**src/rtl/pwm_gate_pkg.sv**
```systemverilog
package pwm_gate_pkg;
  // Which timebase owns the sawtooth.
  typedef enum logic {
    RUN_FREE   = 1'b0,
    RUN_LOCKED = 1'b1
  } run_mode_e;
endpackage

```
**src/rtl/pwm_sync_qual.sv**
```systemverilog
module pwm_sync_qual
  import pwm_gate_pkg::*;
#(
  parameter int CW          = 12,
  parameter int SYNC_WMIN   = 25,
  parameter int SYNC_WMAX   = 3950,
  parameter int SYNC_IMIN   = 1000,
  parameter int SYNC_MARGIN = 100
) (
  input  logic          clk,
  input  logic          rst_n,
  input  logic          en,
  input  logic          sync_in,
  input  logic [CW-1:0] period,
  output logic          locked,
  output logic          restart,
  output logic [CW:0]   ival
);
  localparam int WW = $clog2(SYNC_WMAX + 2);
  localparam int IW = CW + 2;
  localparam logic [WW-1:0] WMIN_V = WW'(SYNC_WMIN);
  localparam logic [WW-1:0] WMAX_V = WW'(SYNC_WMAX);

  logic s_meta, s_sync, s_prev;
  logic [WW-1:0] wcnt;
  logic [IW-1:0] icnt;
  logic          have_prev;
  logic          phase;
  run_mode_e     mode, mode_nx;

  logic rise, fall, width_ok, frame_ok, edge_ok, timeout, ph_eff;

  assign rise     = s_sync & ~s_prev;
  assign fall     = ~s_sync & s_prev;
  assign width_ok = fall && (wcnt >= WMIN_V) && (wcnt <= WMAX_V);
  assign frame_ok = have_prev && (icnt >= IW'(SYNC_IMIN)) &&
                    ({icnt, 1'b0} <= ((IW+1)'(period) + (IW+1)'(1 + SYNC_MARGIN)));
  assign edge_ok  = width_ok && frame_ok;
  assign timeout  = (mode == RUN_LOCKED) && (icnt > (IW'(period) + IW'(SYNC_MARGIN)));
  assign ph_eff   = (mode == RUN_LOCKED) && phase;
  assign restart  = en && edge_ok && !ph_eff;
  assign locked   = (mode == RUN_LOCKED);

  always_comb begin
    if (!en)                      mode_nx = RUN_FREE;
    else if (edge_ok)             mode_nx = RUN_LOCKED;
    else if (width_ok || timeout) mode_nx = RUN_FREE;
    else                          mode_nx = mode;
  end

  // Two-flop synchronizer plus one history flop for edge detection.
  always_ff @(posedge clk or negedge rst_n) begin
    if (!rst_n) begin
      s_meta <= 1'b0;
      s_sync <= 1'b0;
      s_prev <= 1'b0;
    end else begin
      s_meta <= sync_in;
      s_sync <= s_meta;
      s_prev <= s_sync;
    end
  end

  // High-time measurement, saturating one above the upper limit.
  always_ff @(posedge clk or negedge rst_n) begin
    if (!rst_n)                        wcnt <= '0;
    else if (rise)                     wcnt <= WW'(1);
    else if (s_sync && wcnt <= WMAX_V) wcnt <= wcnt + 1'b1;
  end

  // Spacing between width-qualified falling edges.
  always_ff @(posedge clk or negedge rst_n) begin
    if (!rst_n) begin
      icnt      <= '0;
      have_prev <= 1'b0;
    end else begin
      if (width_ok)   icnt <= IW'(1);
      else if (~&icnt) icnt <= icnt + 1'b1;
      if (width_ok)   have_prev <= 1'b1;
    end
  end

  always_ff @(posedge clk or negedge rst_n) begin
    if (!rst_n) begin
      mode  <= RUN_FREE;
      phase <= 1'b0;
      ival  <= '0;
    end else begin
      mode <= mode_nx;
      if (mode_nx == RUN_FREE) phase <= 1'b0;
      else if (edge_ok)        phase <= ~ph_eff;
      if (edge_ok)             ival <= icnt[CW:0];
    end
  end

  // a valid SYNC edge while enabled leaves the block locked.
  a_r8_lock_on_valid_edge: assert property (@(posedge clk) disable iff (!rst_n)
    (en && width_ok && frame_ok) |=> locked);

  // overdue SYNC hands the period back to the internal counter.
  a_r10_timeout_release: assert property (@(posedge clk) disable iff (!rst_n)
    (locked && icnt > (IW'(period) + IW'(SYNC_MARGIN))) |=> !locked);

  // a pulse of illegal width does not touch the captured spacing.
  a_r7_bad_width_ignored: assert property (@(posedge clk) disable iff (!rst_n)
    (fall && (wcnt < WMIN_V || wcnt > WMAX_V)) |=> $stable(ival));

  // disabling always drops the lock.
  a_r11_disable_unlocks: assert property (@(posedge clk) disable iff (!rst_n)
    !en |=> !locked);
endmodule

```
**src/rtl/pwm_ramp.sv**
```systemverilog
module pwm_ramp #(
  parameter int CW      = 12,
  parameter int MIN_OFF = 16
) (
  input  logic          clk,
  input  logic          rst_n,
  input  logic          en,
  input  logic [CW-1:0] period,
  input  logic          locked,
  input  logic          restart,
  input  logic [CW:0]   ival,
  output logic [CW:0]   cnt,
  output logic [CW:0]   cnt_nx,
  output logic [CW+1:0] lim
);
  localparam int CNW = CW + 1;
  localparam int LW  = CW + 2;

  // Duty ceiling: cycle length minus the guaranteed off-time.
  assign lim = locked ? ({ival, 1'b0} - LW'(MIN_OFF))
                      : (LW'(period) + LW'(1) - LW'(MIN_OFF));

  always_comb begin
    if (!en)                        cnt_nx = '1;
    else if (restart)               cnt_nx = '0;
    else if (locked)                cnt_nx = (&cnt) ? cnt : cnt + 1'b1;
    else if (cnt >= CNW'(period))   cnt_nx = '0;
    else                            cnt_nx = cnt + 1'b1;
  end

  always_ff @(posedge clk or negedge rst_n) begin
    if (!rst_n) cnt <= '1;
    else        cnt <= cnt_nx;
  end

  // the free-running sawtooth wraps after reaching the period word.
  a_r2_free_wrap: assert property (@(posedge clk) disable iff (!rst_n)
    (en && !locked && !restart && cnt >= CNW'(period)) |=> (cnt == '0));
endmodule

```
**src/rtl/pwm_gate_stage.sv**
```systemverilog
module pwm_gate_stage #(
  parameter int CW        = 12,
  parameter int BLANK_CYC = 82
) (
  input  logic          clk,
  input  logic          rst_n,
  input  logic          en,
  input  logic [CW-1:0] duty,
  input  logic          ocp,
  input  logic [CW:0]   cnt,
  input  logic [CW:0]   cnt_nx,
  input  logic [CW+1:0] lim,
  output logic          gate
);
  localparam int CNW = CW + 1;
  localparam int LW  = CW + 2;

  logic term, term_nx, gate_nx, start, cut;

  assign start   = (cnt_nx == '0);
  assign cut     = ocp && (cnt >= CNW'(BLANK_CYC));
  assign term_nx = start ? 1'b0 : (term | cut);

  always_comb begin
    if (!en)        gate_nx = 1'b0;
    else if (start) gate_nx = (duty != '0) && (lim != '0);
    else            gate_nx = gate && (cnt_nx < CNW'(duty)) &&
                              (LW'(cnt_nx) < lim) && !term_nx;
  end

  always_ff @(posedge clk or negedge rst_n) begin
    if (!rst_n) begin
      term <= 1'b0;
      gate <= 1'b0;
    end else begin
      term <= term_nx;
      gate <= gate_nx;
    end
  end

  // a low enable at one edge means a low gate after it.
  a_r11_enable_forces_low: assert property (@(posedge clk) disable iff (!rst_n)
    !$past(en) |-> !gate);

  // the gate only turns on where the sawtooth starts a cycle.
  a_r2_rise_at_start: assert property (@(posedge clk) disable iff (!rst_n)
    $rose(gate) |-> (cnt == '0));

  // a current-limit flag past blanking ends the pulse.
  a_r5_ocp_cuts: assert property (@(posedge clk) disable iff (!rst_n)
    (gate && ocp && cnt >= CNW'(BLANK_CYC)) |=> (!gate || cnt == '0));

  // inside the blanking window the pulse carries on.
  a_r6_blank_hold: assert property (@(posedge clk) disable iff (!rst_n)
    (en && gate && cnt < CNW'(BLANK_CYC) && cnt_nx != '0 &&
     cnt_nx < CNW'(duty) && LW'(cnt_nx) < lim) |=> gate);
endmodule

```
**src/rtl/pwm_sync_gate.sv**
```systemverilog
module pwm_sync_gate #(
  parameter int CW          = 12,
  parameter int BLANK_CYC   = 82,
  parameter int MIN_OFF     = 16,
  parameter int SYNC_WMIN   = 25,
  parameter int SYNC_WMAX   = 3950,
  parameter int SYNC_IMIN   = 1000,
  parameter int SYNC_MARGIN = 100
) (
  input  logic          clk,
  input  logic          rst_n,
  input  logic          en,
  input  logic [CW-1:0] duty,
  input  logic [CW-1:0] period,
  input  logic          sync_in,
  input  logic          ocp,
  output logic          gate
);
  logic          locked, restart;
  logic [CW:0]   ival, cnt, cnt_nx;
  logic [CW+1:0] lim;

  pwm_sync_qual #(
    .CW(CW), .SYNC_WMIN(SYNC_WMIN), .SYNC_WMAX(SYNC_WMAX),
    .SYNC_IMIN(SYNC_IMIN), .SYNC_MARGIN(SYNC_MARGIN)
  ) u_qual (
    .clk(clk), .rst_n(rst_n), .en(en), .sync_in(sync_in), .period(period),
    .locked(locked), .restart(restart), .ival(ival)
  );

  pwm_ramp #(.CW(CW), .MIN_OFF(MIN_OFF)) u_ramp (
    .clk(clk), .rst_n(rst_n), .en(en), .period(period), .locked(locked),
    .restart(restart), .ival(ival), .cnt(cnt), .cnt_nx(cnt_nx), .lim(lim)
  );

  pwm_gate_stage #(.CW(CW), .BLANK_CYC(BLANK_CYC)) u_gate (
    .clk(clk), .rst_n(rst_n), .en(en), .duty(duty), .ocp(ocp),
    .cnt(cnt), .cnt_nx(cnt_nx), .lim(lim), .gate(gate)
  );

  // the gate stays low while reset is applied.
  always_comb begin
    if (!rst_n) a_r1_reset_low: assert (!gate);
  end
endmodule

```
**config.mk**
```make
export PLATFORM = sky130hd
export DESIGN_NAME = pwm_sync_gate
export DESIGN_NICKNAME = d
export VERILOG_FILES = /design/src/rtl/pwm_gate_pkg.sv /design/src/rtl/pwm_sync_qual.sv /design/src/rtl/pwm_ramp.sv /design/src/rtl/pwm_gate_stage.sv /design/src/rtl/pwm_sync_gate.sv
export SDC_FILE = /design/constraint.sdc
export NUM_CORES = 1
export LEC_CHECK = 0
export ABC_CLOCK_PERIOD_IN_PS = 12300
export BUFFER_PORTS_ARGS = -buffer_cell sky130_fd_sc_hd__buf_2
export CAP_MARGIN = 25
export CORE_MARGIN = 4
export CORE_UTILIZATION = 55
export CTS_CLUSTER_SIZE = 24
export DETAILED_ROUTE_END_ITERATION = 6
export PLACE_DENSITY = 0.82
export SETUP_SLACK_MARGIN = 0.2
export SYNTH_ARGS = -nofsm -noshare
export SYNTH_HDL_FRONTEND = slang
export SYNTH_SLANG_ARGS = --single-unit
```
**constraint.sdc**
```tcl
create_clock -name clk -period 12.3 [get_ports clk]
set_clock_uncertainty 0.05 [all_clocks]
set_input_delay 0.615 -clock clk [delete_from_list [all_inputs] [get_ports clk]]
set_output_delay 0.615 -clock clk [all_outputs]
set_load 0.02 [all_outputs]
```
==> results.toml, run 1 <==
[grt]
gr-total-overflow = 0
grt_pass1_wl_um = 23430
grt_max_degree = 61
grt_usage = 0.2545
antenna_found_initial = 0
grt_pass1_vias = 4826

[critical_path]
setup.worst_path.end = "u_gate.gate"
cp_slowest_cell = "o21ai_1"
cp-startpoint = "period[0]"
crit_top_cell = "ha_1"
crit_path_end_kind = "register"
critPathKind = "in -> reg"
r2r_cells = 16
reg2reg_to = "u_gate.gate"
path_cells = "buf_2, ha_1, a21oi_1, nor2_1, nor2_1, a21oi_1, nand3_1, xnor2_1, ha_1, nand4_1, or4_1, o311ai_1, nand4b_1, o21ai_1, o21ai_0, ha_1, nand3_1, or3_1, a211oi_1, nand2_1, nand4b_1, a21boi_1, nor4_2, mux2_2"
max_stage_delay_ps = 1080
critPathRequiredTime_ps = 12490
rr_startpoint = "u_qual.icnt[3]"
reg2reg_slack_ps = 6190
arrival_ps = 7440
cp_max_fo = 20
start_kind = "input port"

[placement]
dp_hpwl_um = 10650
io_buffers = 29
gp_congestion = 0.9968

[sta]
worst_pin_slew_ps = 977.1
setup_viol = 0
fin_crit_ps = 7249
max_clock_freq_mhz = 137.9
hold_slack_ps = 300.9
rsz0062_at_grt = "false"
slew_violations = 0
fin_tns_setup_ps = 0
hold_viol_final = 0
timing.final.crit_share = 0.5894
slew_headroom = 0.3452

[routing]
routed_via_density = 6.148
vias = 4845
drc = 0
drt_wl_total_um = 13980
drtIter0Drc = 357
dr.pass1.iters = 5
detail-route-antenna-nets = 0
wl_per_cell_um = 17.73

[logic_synthesis]
syn_nets = 736
yosys_warnings = 0
synth_area_leaders = "dfrtp_1, ha_1, dfstp_2"
syn_area_um2 = 5471
synth_area_per_cell_um2 = 8.630
synth_edf_count = 0
ys_ff_latch = 60
ys_async_sr_fraction = 1.000
yosysTopAreaCell = "dfrtp_1"
syn_inst = 634
ys_seq_area_frac = 0.2774
synth_cell_type_count = 68
synth-main-ff-cell = "dfrtp_1"
synth_top_area_share = 0.2150

[clock_network]
cts_hold_buf = 0
clk_latency_ps = 350
cts_resized = 0
cts_buffers = 9
path_clk_slew_ps = 70
cts_num_sinks = 60
cts_root_buf = "clkbuf_8"
cts_tree = "built"
htree_levels = 3
cts_setup_buffers = 0
clockBufferDepth = 2

[floorplanning]
core_area_um2 = 9729
num_io_pins = 30
dieArea_um2 = 11610
die_w_um = 107.7
start_util = 0.5624
die_h_um = 107.7
rows = 36

[layout]
fillers = 836
drive_above_1_share = 0.1221
final_common_cell = "ha_1"
final_cell_mix = "ha_1, nor2_1, nand2_1, dfrtp_1, xnor2_1"
antennaDiodeCount = 0
layout.nets = 752
syn2layout_area_growth_pct = 7.935

[power_and_ir_drop]
ir_drop_uv = 64.10
power.density_nw_per_um2 = 107.1
leakage_nw = 2.673

[job]
drv_cap = 0

[outcome]
status = "completed"

[min_path]
hp-class = "reg -> reg"
[synthesized netlist by cell type (2+ instances only)]
library cell,instances
ha_1,73
nor2_1,61
dfrtp_1,47
nand2_1,47
xnor2_1,39
inv_1,32
o21ai_0,27
nand3_1,24
xor2_1,23
a21oi_1,20
nand4_1,20
nor3_1,14
a21o_1,13
clkbuf_1,13
dfstp_2,13
nor4_1,12
mux2_2,11
nor2b_1,10
a211oi_1,9
and3_1,7
buf_2,7
nand2b_1,7
o21a_1,7
o21ai_1,7
mux2i_1,6
o2111ai_1,6
or3_1,6
a31oi_1,5
and2_1,5
nand4b_1,5
o211ai_1,5
o31ai_1,5
and4_1,3
buf_1,3
or2_2,3
a2111oi_0,2
a21boi_1,2
clkbuf_2,2
o32a_1,2
o41ai_1,2
or4_1,2
[where the power goes]
part           total (mW)  switching, mW  internal, mW  leakage, nW
logic               0.182          0.105        0.0769         1.80
clock network       0.198         0.0788         0.119        0.107
registers           0.253         0.0346         0.218        0.764
total               0.632          0.218         0.414         2.67
[sequential cells by signal, indices dropped and copies added (netlist names)]
register          flops
u_qual.wcnt          12
u_qual.s_sync         1
u_gate.gate           1
u_qual.locked         1
u_ramp.cnt           13
u_qual.s_meta         1
u_qual.ival          13
u_qual.phase          1
u_qual.have_prev      1
u_qual.s_prev         1
u_gate.term           1
u_qual.icnt          14
[per-stage QoR]
stage / total power, mW / instance area [um^2] / instances / setup slack, ps / utilization
floorplan: 0.3748 / 5472 / 634 / 7129 / -
global placement: 0.4219 / 5688 / 772 / 5403 / 0.5846
detailed placement: 0.4320 / 5688 / 772 / 4916 / 0.5846
finish: 0.6324 / 5906 / 788 / 5051 / 0.6070
CTS: 0.6331 / 5906 / 788 / 5225 / 0.6070
global route: 0.6730 / 5906 / 788 / 4578 / 0.6070
[cell families (layout without fill, tap and decap cells)]
logic type | after synthesis | after routing | share of synthesized area
DFF | 60 | 60 | 0.2774
buffers and inverters | 60 | 81 | 0.04528
xor gates and xnor gates | 62 | 62 | 0.09925
AOI/OAI and AO/OA | 127 | 127 | 0.1557
and+or+nand+nor | 235 | 235 | 0.2218
muxes | 17 | 17 | 0.03362
adders and majority gates | 73 | 73 | 0.1669
[routing by layer]
layer	share of wire	global-route usage	wire [um]	vias to the layer above
met2	0.47	0.4067	6542	178
met3	0.074	0.04919	1032	40
met4	0.032	0.1190	446	0
met5	0	0	0	-
li1	-	-	-	2326
met1	0.43	0.3313	5953	2301
[how the worst min path moves through the flow]
stage,end,from,depth (start not counted),slack (ps)
final,u_qual.s_sync,u_qual.s_meta,0,300
after global routing,u_qual.s_meta,sync_in,1,310
after CTS,u_qual.s_meta,sync_in,1,310
after detailed placement,u_qual.s_sync,u_qual.s_meta,0,290
after global placement,u_qual.s_sync,u_qual.s_meta,0,290
after floorplan,u_gate.gate,rst_n,0,270
[area by class of cell]
cell class,count,area (um^2),area share
clock inverters,4,72.57,0.01229
repair buffers,32,167.7,0.02839
inverters,33,123.9,0.02097
flip-flops and latches,60,1518,0.2570
multi-input cells,514,3712,0.6286
clock buffers,12,145.1,0.02458
well taps,133,166.4,0.02818
[critical path: cells and delay by family]
kind            cells  cell delay, ps
simple gates       11            2610
compound gates      7            2580
xor+xnor            1             160
buf+inv             1             210
mux                 1             270
fa+ha+maj           3            1000
Power figures use the tool's default switching activity.
==> inputs of run 2 (changes only) <==
Settings changed: ABC_CLOCK_PERIOD_IN_PS 12300 to 6200, PLACE_DENSITY 0.82 to 0.85.
Clock period 12.3 ns to 6.2 ns, I/O delays scaled along.
==> results.toml, run 2 (same netlist as run 1, synthesis figures left out) <==
[outcome]
status = "completed"

[critical_path]
crit_path_end_kind = "register"
arrival_ps = 5300
critPathRequiredTime_ps = 6390
cp_max_fo = 13
start_kind = "input port"
critPathKind = "in -> reg"

[floorplanning]
rows = 36
num_io_pins = 30
start_util = 0.5624
core_area_um2 = 9729
die_h_um = 107.7
die_w_um = 107.7
dieArea_um2 = 11610

[clock_network]
cts_resized = 0
cts_buffers = 9
clk_latency_ps = 350
cts_root_buf = "clkbuf_8"
cts_setup_buffers = 0
cts_num_sinks = 60
cts_hold_buf = 0
cts_tree = "built"
clockBufferDepth = 2
htree_levels = 3
path_clk_slew_ps = 80

[layout]
layout.nets = 755
largestRegisters = "u_qual.icnt (14), u_qual.ival (13), u_ramp.cnt (13)"
register_area_um2 = 1518
final_common_cell = "ha_1"
syn2layout_area_growth_pct = 8.141
drive_above_1_share = 0.1292
final_cell_mix = "ha_1, nor2_1, nand2_1, dfrtp_1, xnor2_1"
post-route-util = 0.6082
largest_reg_flops = 14
antennaDiodeCount = 0
fillers = 866
multi_input_area_um2 = 3712
top_register = "u_qual.icnt"

[power_and_ir_drop]
ir_drop_uv = 196.8
leakage_nw = 2.685
power_mw = 1.240
power.density_nw_per_um2 = 209.6

[sta]
slew_headroom = 0.4961
worst_pin_slew_ps = 755.9
rsz0062_at_grt = "false"
max_clock_freq_mhz = 195.8
slew_violations = 0
fin_ws_ps = 1091
setup_viol = 0
fin_tns_setup_ps = 0
hold_viol_final = 0
timing.final.crit_share = 0.8240
fin_crit_ps = 5109

[grt]
gr-total-overflow = 0
antenna_found_initial = 0
grt_usage = 0.2565
grt_pass1_vias = 4772
grt_max_degree = 61
grt_pass1_wl_um = 23530

[placement]
gp_congestion = 0.9970
io_buffers = 29
pre_cts_ws_ps = 775.2
dp_hpwl_um = 10860

[routing]
dr.pass1.iters = 5
detail-route-antenna-nets = 0
wl_per_cell_um = 17.84
vias = 4832
drt_wl_total_um = 14110
drtIter0Drc = 330
routed_via_density = 6.109
drc = 0

[min_path]
hp-class = "in -> reg"

[job]
drv_cap = 0
run 2: cell count changes in the layout (fill, tap and decap cells not counted):
cell,change
clkinvlp_4,-1
inv_6,+3
bufinv_16,-1
clkinv_2,-1
clkinv_4,+3
buf_4,+3
clkbuf_1,-2
clkbuf_8,-1
run 2: layout make-up:
class,instances,share of cell area
clock inverters,7,0.01396
well taps,133,0.02812
flip-flops and latches,60,0.2565
inverters,33,0.02093
multi-input cells,514,0.6274
clock buffers,9,0.02093
repair buffers,35,0.03214
run 2: metal layers:
layer | wire [um] | vias up | track usage
li1 | - | 2330 | -
met1 | 6294 | 2314 | 0.3461
met2 | 6639 | 155 | 0.4156
met3 | 850 | 33 | 0.04499
met4 | 327 | 0 | 0.08656
met5 | 0 | - | 0
run 2: worst paths after layout:
kind / startpoint / to / slack, ps / depth (start not counted)
worst min-delay path: sync_in / u_qual.s_meta / 10 / 1
worst max-delay path: period[0] / u_gate.gate / 1090 / 25
worst min register to register: u_qual.s_meta / u_qual.s_sync / 310 / 0
max in group asynchronous: rst_n / u_qual.wcnt[8] / 5550 / 2
min in group asynchronous: rst_n / u_qual.icnt[10] / 60 / 2
worst max register to register: u_ramp.cnt[10] / u_gate.gate / 1270 / 17
run 2: power breakdown:
part | leakage, nW | internal (mW) | switching, mW
sequential | 0.764 | 0.432 | 0.0696
combinational | 1.82 | 0.155 | 0.204
clock | 0.105 | 0.192 | 0.188
run 2: through the flow:
stage | instances | cell area (um^2) | hold slack [ps]
3_3_place_gp | 775 | 5710 | 293.3
4_1_cts | 791 | 5917 | 8.143
2_1_floorplan | 634 | 5472 | -35.59
6_report | 791 | 5917 | 13.06
3_5_place_dp | 775 | 5710 | 297.0
5_1_grt | 791 | 5917 | 7.881
run 2: critical path, cell delays in order:
cell and delay [ps]:
buf_2 210, ha_1 290, a21oi_1 130, nor2_1 100, nor2_1 70, a21oi_1 280, nand3_1 130, xnor2_1 150
ha_1 300, nand4_1 110, or4_1 560, o311ai_1 90, nand4b_1 170, o21ai_1 140, buf_4 200, o21ai_0 190
ha_1 360, nand3_1 60, or3_1 360, a211oi_1 280, nand2_1 80, nand4b_1 170, a21boi_1 200, nor4_2 60
mux2_2 280
